[src/rtl/smb_reg_pkg.sv]
package smb_reg_pkg;
  localparam int unsigned BYTE_W     = 8;
  localparam int unsigned N_CTRL     = 6;
  localparam int unsigned IDX_DEVID  = 6;
  localparam int unsigned IDX_VENDOR = 7;
  localparam int unsigned IDX_BCNT   = 8;
  localparam int unsigned IDX_LAST   = 21;
  localparam logic [7:0]  ADDR_WR    = 8'hD2;
  localparam logic [7:0]  ADDR_RD    = 8'hD3;
  localparam logic [7:0]  DEVID_VAL  = 8'h12;
  localparam logic [3:0]  VENDOR_VAL = 4'h1;
  localparam logic [7:0]  BCNT_RST   = 8'h09;

  function automatic logic [7:0] ctrl_rst(input int unsigned i);
    case (i)
      1:       return 8'hFF;
      3:       return 8'hFC;
      4:       return 8'h0C;
      default: return 8'h00;
    endcase
  endfunction

  typedef enum logic [2:0] {
    ST_IDLE, ST_RX, ST_ACK_SETUP, ST_ACK_HOLD, ST_TX, ST_TX_ACK, ST_WAIT
  } link_st_e;

  typedef enum logic [1:0] {PH_ADDR, PH_IDX, PH_CNT, PH_DATA} rx_ph_e;
endpackage

[src/rtl/smb_sync_edge.sv]
module smb_sync_edge #(
  parameter int unsigned SYNC_STAGES = 2
) (
  input  logic clk,
  input  logic rst_n,
  input  logic scl_i,
  input  logic sda_i,
  output logic scl_s,
  output logic sda_s,
  output logic scl_rise,
  output logic scl_fall,
  output logic start_det,
  output logic stop_det
);
  logic [SYNC_STAGES-1:0] scl_pipe, sda_pipe;
  logic scl_q, sda_q;

  always_ff @(posedge clk or negedge rst_n) begin
    if (!rst_n) begin
      scl_pipe <= '1;
      sda_pipe <= '1;
      scl_q    <= 1'b1;
      sda_q    <= 1'b1;
    end else begin
      scl_pipe <= {scl_pipe[SYNC_STAGES-2:0], scl_i};
      sda_pipe <= {sda_pipe[SYNC_STAGES-2:0], sda_i};
      scl_q    <= scl_pipe[SYNC_STAGES-1];
      sda_q    <= sda_pipe[SYNC_STAGES-1];
    end
  end

  assign scl_s     = scl_pipe[SYNC_STAGES-1];
  assign sda_s     = sda_pipe[SYNC_STAGES-1];
  assign scl_rise  = scl_s & ~scl_q;
  assign scl_fall  = ~scl_s & scl_q;
  assign start_det = scl_s & scl_q & sda_q & ~sda_s;
  assign stop_det  = scl_s & scl_q & ~sda_q & sda_s;
endmodule

[src/rtl/smb_regbank.sv]
module smb_regbank
  import smb_reg_pkg::*;
(
  input  logic                     clk,
  input  logic                     rst_n,
  input  logic                     wr_en,
  input  logic [7:0]               wr_idx,
  input  logic [7:0]               wr_data,
  input  logic [7:0]               rd_idx,
  input  logic [3:0]               rev_id_i,
  output logic [7:0]               rd_data,
  output logic [7:0]               bcnt_o,
  output logic [N_CTRL*BYTE_W-1:0] ctrl_o
);
  logic [7:0] ctrl_q [N_CTRL];
  logic [7:0] bcnt_q;

  for (genvar g = 0; g < N_CTRL; g++) begin : g_ctrl
    always_ff @(posedge clk or negedge rst_n) begin
      if (!rst_n)                             ctrl_q[g] <= ctrl_rst(g);
      else if (wr_en && wr_idx == 8'(g))      ctrl_q[g] <= wr_data;
    end
    assign ctrl_o[g*BYTE_W +: BYTE_W] = ctrl_q[g];
  end

  always_ff @(posedge clk or negedge rst_n) begin
    if (!rst_n)                               bcnt_q <= BCNT_RST;
    else if (wr_en && wr_idx == 8'(IDX_BCNT)) bcnt_q <= wr_data;
  end
  assign bcnt_o = bcnt_q;

  always_comb begin
    rd_data = 8'h00;
    for (int i = 0; i < N_CTRL; i++)
      if (rd_idx == 8'(i)) rd_data = ctrl_q[i];
    if (rd_idx == 8'(IDX_DEVID))  rd_data = DEVID_VAL;
    if (rd_idx == 8'(IDX_VENDOR)) rd_data = {rev_id_i, VENDOR_VAL};
    if (rd_idx == 8'(IDX_BCNT))   rd_data = bcnt_q;
  end

  // writes to identification, reserved or out-of-range indices change nothing
  assert_ro_nowrite_R6: assert property (@(posedge clk) disable iff (!rst_n)
    (wr_en && (wr_idx == 8'(IDX_DEVID) || wr_idx == 8'(IDX_VENDOR) || wr_idx > 8'(IDX_BCNT)))
    |=> ($stable(ctrl_o) && $stable(bcnt_o)));
endmodule

[src/rtl/smb_link.sv]
module smb_link
  import smb_reg_pkg::*;
(
  input  logic       clk,
  input  logic       rst_n,
  input  logic       scl_s,
  input  logic       sda_s,
  input  logic       scl_rise,
  input  logic       scl_fall,
  input  logic       start_det,
  input  logic       stop_det,
  input  logic [7:0] rd_data,
  input  logic [7:0] bcnt,
  output logic       sda_oe_o,
  output logic       wr_en,
  output logic [7:0] wr_idx,
  output logic [7:0] wr_data,
  output logic [7:0] idx_o
);
  link_st_e   st;
  rx_ph_e     ph;
  logic [2:0] bitcnt;
  logic [7:0] rxsh, txsh, idx, wr_left;
  logic       is_read, do_ack, mack;
  logic [7:0] rx_byte;

  assign rx_byte = {rxsh[6:0], sda_s};
  assign idx_o   = idx;

  always_ff @(posedge clk or negedge rst_n) begin
    if (!rst_n) begin
      st <= ST_IDLE;  ph <= PH_ADDR;  bitcnt <= '0;
      rxsh <= '0;  txsh <= '0;  idx <= '0;  wr_left <= '0;
      is_read <= 1'b0;  do_ack <= 1'b0;  mack <= 1'b0;
      sda_oe_o <= 1'b0;  wr_en <= 1'b0;  wr_idx <= '0;  wr_data <= '0;
    end else begin
      wr_en <= 1'b0;
      if (start_det) begin
        st <= ST_RX;  ph <= PH_ADDR;  bitcnt <= '0;
        sda_oe_o <= 1'b0;  wr_left <= '0;
      end else if (stop_det) begin
        st <= ST_IDLE;  sda_oe_o <= 1'b0;
      end else begin
        case (st)
          ST_RX: if (scl_rise) begin
            rxsh   <= rx_byte;
            bitcnt <= bitcnt + 3'd1;
            if (bitcnt == 3'd7) begin
              st     <= ST_ACK_SETUP;
              do_ack <= 1'b1;
              case (ph)
                PH_ADDR: begin
                  if (rx_byte == ADDR_WR)      is_read <= 1'b0;
                  else if (rx_byte == ADDR_RD) is_read <= 1'b1;
                  else                         do_ack  <= 1'b0;
                end
                PH_IDX:  idx     <= rx_byte;
                PH_CNT:  wr_left <= rx_byte;
                default: begin
                  wr_en   <= (wr_left != 8'd0);
                  wr_idx  <= idx;
                  wr_data <= rx_byte;
                  idx     <= idx + 8'd1;
                  if (wr_left != 8'd0) wr_left <= wr_left - 8'd1;
                end
              endcase
            end
          end
          ST_ACK_SETUP: if (scl_fall) begin
            if (do_ack) begin
              sda_oe_o <= 1'b1;
              st       <= ST_ACK_HOLD;
            end else begin
              st <= ST_WAIT;
            end
          end
          ST_ACK_HOLD: if (scl_fall) begin
            bitcnt <= '0;
            if (ph == PH_ADDR && is_read) begin
              txsh     <= bcnt;
              sda_oe_o <= ~bcnt[7];
              st       <= ST_TX;
            end else begin
              sda_oe_o <= 1'b0;
              st       <= ST_RX;
              case (ph)
                PH_ADDR: ph <= PH_IDX;
                PH_IDX:  ph <= PH_CNT;
                default: ph <= PH_DATA;
              endcase
            end
          end
          ST_TX: if (scl_fall) begin
            bitcnt <= bitcnt + 3'd1;
            if (bitcnt == 3'd7) begin
              sda_oe_o <= 1'b0;
              st       <= ST_TX_ACK;
            end else begin
              sda_oe_o <= ~txsh[6];
              txsh     <= {txsh[6:0], 1'b0};
            end
          end
          ST_TX_ACK: begin
            if (scl_rise) mack <= ~sda_s;
            if (scl_fall) begin
              if (mack) begin
                txsh     <= rd_data;
                sda_oe_o <= ~rd_data[7];
                idx      <= idx + 8'd1;
                bitcnt   <= '0;
                st       <= ST_TX;
              end else begin
                st <= ST_WAIT;
              end
            end
          end
          default: ;
        endcase
      end
    end
  end

  // the drive enable moves only on a cycle that followed a low SCL sample
  assert_drive_scl_low_R12: assert property (@(posedge clk) disable iff (!rst_n)
    !$stable(sda_oe_o) |-> $past(!scl_s));
  // a stop leaves SDA released
  assert_stop_release_R12: assert property (@(posedge clk) disable iff (!rst_n)
    stop_det |=> !sda_oe_o);
  // while parked after a host NACK or a foreign address, SDA is free
  assert_wait_release_R11: assert property (@(posedge clk) disable iff (!rst_n)
    (st == ST_WAIT) |-> !sda_oe_o);
  // an unmatched address gets no acknowledge pulse
  assert_nack_addr_R1: assert property (@(posedge clk) disable iff (!rst_n)
    (st == ST_ACK_SETUP && !do_ack && !start_det) |=> !sda_oe_o);
endmodule

[src/rtl/smb_blk_slave.sv]
module smb_blk_slave
  import smb_reg_pkg::*;
#(
  parameter int unsigned SYNC_STAGES = 2
) (
  input  logic                     clk,
  input  logic                     rst_n,
  input  logic                     scl_i,
  input  logic                     sda_i,
  input  logic [3:0]               rev_id_i,
  output logic                     sda_oe_o,
  output logic [N_CTRL*BYTE_W-1:0] ctrl_o
);
  logic scl_s, sda_s, scl_rise, scl_fall, start_det, stop_det;
  logic wr_en;
  logic [7:0] wr_idx, wr_data, idx, rd_data, bcnt;

  smb_sync_edge #(.SYNC_STAGES(SYNC_STAGES)) u_sync (
    .clk(clk), .rst_n(rst_n), .scl_i(scl_i), .sda_i(sda_i),
    .scl_s(scl_s), .sda_s(sda_s), .scl_rise(scl_rise), .scl_fall(scl_fall),
    .start_det(start_det), .stop_det(stop_det));

  smb_link u_link (
    .clk(clk), .rst_n(rst_n), .scl_s(scl_s), .sda_s(sda_s),
    .scl_rise(scl_rise), .scl_fall(scl_fall),
    .start_det(start_det), .stop_det(stop_det),
    .rd_data(rd_data), .bcnt(bcnt), .sda_oe_o(sda_oe_o),
    .wr_en(wr_en), .wr_idx(wr_idx), .wr_data(wr_data), .idx_o(idx));

  smb_regbank u_bank (
    .clk(clk), .rst_n(rst_n), .wr_en(wr_en), .wr_idx(wr_idx),
    .wr_data(wr_data), .rd_idx(idx), .rev_id_i(rev_id_i),
    .rd_data(rd_data), .bcnt_o(bcnt), .ctrl_o(ctrl_o));
endmodule

[config.mk]
export PLATFORM = sky130hd
export DESIGN_NAME = smb_blk_slave
export DESIGN_NICKNAME = d
export VERILOG_FILES = /design/src/rtl/smb_reg_pkg.sv /design/src/rtl/smb_sync_edge.sv /design/src/rtl/smb_regbank.sv /design/src/rtl/smb_link.sv /design/src/rtl/smb_blk_slave.sv
export SDC_FILE = /design/constraint.sdc
export NUM_CORES = 1
export LEC_CHECK = 0
export ABC_CLOCK_PERIOD_IN_PS = 2050
export BUFFER_PORTS_ARGS = -buffer_cell sky130_fd_sc_hd__buf_2
export CORE_UTILIZATION = 54
export CTS_CLUSTER_DIAMETER = 30
export CTS_CLUSTER_SIZE = 25
export DETAILED_ROUTE_END_ITERATION = 16
export MAX_ROUTING_LAYER = met4
export PLACE_DENSITY = 0.81
export SYNTH_ARGS = -nofsm -noshare
export SYNTH_HDL_FRONTEND = slang
export SYNTH_SLANG_ARGS = --single-unit
[constraint.sdc]
create_clock -name clk -period 2.05 [get_ports clk]
set_clock_uncertainty 0.05 [all_clocks]
set_input_delay 0.41 -clock clk [delete_from_list [all_inputs] [get_ports clk]]
set_output_delay 0.41 -clock clk [all_outputs]
set_load 0.02 [all_outputs]
==> flow_metrics.tcl <==
set metrics [dict create \
    drive_above_1_share_pct 48.6 \
    clock-root-buffer "clkbuf_8" \
    boundaryPins 57 \
    rows 38 \
    tns_ns -1.08 \
    final-max-slew-violation-count 0 \
    post_drt_wl_per_cell_um 22.8 \
    insertion_delay_ns 0.53 \
    crit_arrival_ns 2.50 \
    drt_wl_total_mm 19.1 \
    p_per_area_nw_per_um2 1020 \
    area_growth_pct 36.1 \
    grt_pass1_wl_mm 27.7 \
    ys_ff_latch 121 \
    via_per_inst 6.46 \
    hp-class "in2async" \
    fp.dieH_um 108 \
    syn_inst 549 \
    status "finished with violations" \
    failed_checks "setup timing" \
    whs_ns 0.175 \
    synth_ff_type "dfrtp_1" \
    drv_cap 0 \
    worst_slack_ns -0.0853 \
    grt_max_degree 66 \
    r2r-start "u_link.wr_idx[5]$_DFFE_PN0P_" \
    seq_area_frac_synth_pct 50.6 \
    r2r_slack_ns -0.09 \
    cts_buffer_depth 2 \
    synth-edff-count 0 \
    grt_pass1_vias 5234 \
    r2r_cells 6 \
    post-route-drc-count 0 \
    fmax_mhz 468 \
    vias 5417 \
    rsz0062_at_grt "true" \
    tritoncts "yes" \
    crit_fanout 8 \
    core_um2 10900 \
    syn_avg_cell_area_um2 11.0 \
    n_fill_cell 684 \
    power_mw 8.37 \
    clock-sinks 121 \
    report.final.setup_viol 21 \
    tightest_slew_ns 0.521 \
    endpoint "u_bank.ctrl_o[43]$_DFFE_PN0P_" \
    drtIter0Drc 592 \
    min_period_ns 2.14 \
    die_x_um 108 \
    crit_path_start "u_link.wr_idx[5]$_DFFE_PN0P_" \
    antenna_found_initial 0 \
    diodes 0 \
    syn_area_um2 6050 \
    cp-start-kind "flop" \
    cp.required_ns 2.41 \
    p_leak_nw 3.83 \
    crit_path_end_kind "flop" \
    detail-route-antenna-nets 0 \
    cts_buffers 17 \
    r2r-end "u_bank.ctrl_o[43]$_DFFE_PN0P_" \
    hpwl_mm 11.5 \
    final_common_cell "dfrtp_1" \
    place_congestion 0.878 \
    fin_crit_sh_pct 104 \
    slew_headroom_pct 64.9 \
    htreeDepth 4 \
    syn_nets 565 \
    fin_util_pct 75.6 \
    async_flop_share_pct 100 \
    worst_ir_drop_vdd_uv 729 \
    dieArea_um2 11600 \
    synth-warning-count 0 \
    start_util_pct 55.5 \
    layout_common_cells "dfrtp_1, buf_4, mux2_2" \
    clk_pin_slew_ns 0.06 \
    path_class "reg2reg" \
    grt_usage_pct 33.0 \
    grt.overflow.total 0 \
    dr.pass1.iters 7 \
    hold_violations 0 \
    io_buffers 56 \
    synth_cell_types 64 \
    nets 702 \
]
-- cell type report --
cell class / count / area, um^2 / share of cell area (%)
flip-flops and latches: 121 / 3060 / 37.2
clock buffers: 24 / 480 / 5.84
repair buffers: 146 / 1110 / 13.5
inverters: 13 / 51.3 / 0.623
multi-input cells: 387 / 3210 / 39.0
well taps: 140 / 175 / 2.13
clock inverters: 8 / 140 / 1.70
-- per-layer routing --
layer | wire length, um | up-vias | GRT usage [%]
li1 | - | 2318 | -
met1 | 7690 | 2723 | 42.0
met2 | 9410 | 316 | 50.5
met3 | 1380 | 60 | 7.51
met4 | 619 | 0 | 14.7
met5 | 0 | - | -
-- synthesized netlist by cell type (3+ instances only) --
master	instances	area, um^2
nand2b_1	12	75.1
a31oi_1	11	68.8
a21oi_1	33	165
or4_1	4	30.0
inv_1	13	48.8
dfrtp_1	97	2430
nand3b_1	8	60.1
nor3_1	9	45.0
buf_2	4	20.0
nand4b_1	4	35.0
nand2_1	33	124
clkbuf_1	21	78.8
a221o_1	7	70.1
o2bb2ai_1	3	26.3
nor3b_1	5	37.5
or2_2	3	18.8
o211ai_1	6	45.0
dfstp_2	24	631
nor4_1	3	18.8
a22o_1	5	43.8
mux2_2	78	878
o21a_1	4	30.0
a211oi_1	3	22.5
o31ai_1	6	45.0
ha_1	8	100
a32oi_1	3	26.3
nor2_1	35	131
nor2b_1	11	68.8
nand3_1	18	90.1
mux2i_1	6	60.1
o21ai_0	25	125
a221oi_1	3	26.3
-- flip-flops by register name (all words and copies together), names as in the netlist, 3 cells and up --
name and flops:
u_link.wr_idx 8, u_link.txsh 7, u_link.idx_o 8, u_link.wr_data 8, u_bank.ctrl_o 48, u_link.bitcnt 3
u_link.rxsh 7, u_link.wr_left 8, u_bank.bcnt_o 8, u_link.st 3
-- logic make-up (layout without fill, tap and decap cells) --
family,Yosys count,count (layout),share of synthesized area [%]
AND/OR/NAND/NOR,162,162,14.4
AO/OA/AOI/OAI,132,132,14.9
flip-flops,121,121,50.6
multiplexers,84,84,15.5
buffers and inverters,41,191,2.77
adder cells (fa/ha/maj),8,8,1.66
XOR/XNOR,1,1,0.145
-- worst min path at each step --
stage                      from                           end  slack (ns)  cells after the start
after floorplan           rst_n  u_bank.bcnt_o[1]$_DFFE_PN0P_        0.06                      0
after global placement    rst_n  u_link.bitcnt[2]$_DFFE_PN0P_        0.18                      1
after detailed placement  rst_n  u_link.bitcnt[1]$_DFFE_PN0P_        0.18                      1
after CTS                 rst_n  u_link.bitcnt[1]$_DFFE_PN0P_        0.17                      2
after global routing      rst_n  u_link.bitcnt[1]$_DFFE_PN0P_        0.20                      2
final                     rst_n  u_link.bitcnt[1]$_DFFE_PN0P_        0.17                      2
-- report_power, final --
part,total (mW),switching [mW],internal [mW],leakage (nW)
sequential,2.90,0.262,2.64,1.57
clock,3.19,1.09,2.10,0.309
combinational,2.28,1.27,1.01,1.95
total,8.37,2.62,5.74,3.83
-- critical path, stage by stage, from the launching register on --
cell and delay (ns):
dfrtp_1 0.38, or4_4 0.58, nor2_4 0.11, nand3b_1 0.16
nor3b_4 0.25, buf_12 0.17, mux2_4 0.30
-- per-stage QoR --
stage	instances	instance area, um^2	setup WS [ns]
after CTS	823	7820	-0.0746
final	839	8230	-0.0853
after global routing	839	8230	-0.127
after detailed placement	787	7050	-0.149
after floorplan	549	6120	-0.0762
after global placement	787	7050	-0.0719
-- repair_timing --
item                                    4_1_cts  5_1_grt
setup buffers                                 1       13
endpoints found under the setup margin       47       73
pin swaps                                     1       22
cloned                                        0        3
resized for setup                            28       59
hold endpoints to repair                     99        0
hold buffers                                  3        0
Power figures use the tool's default switching activity.
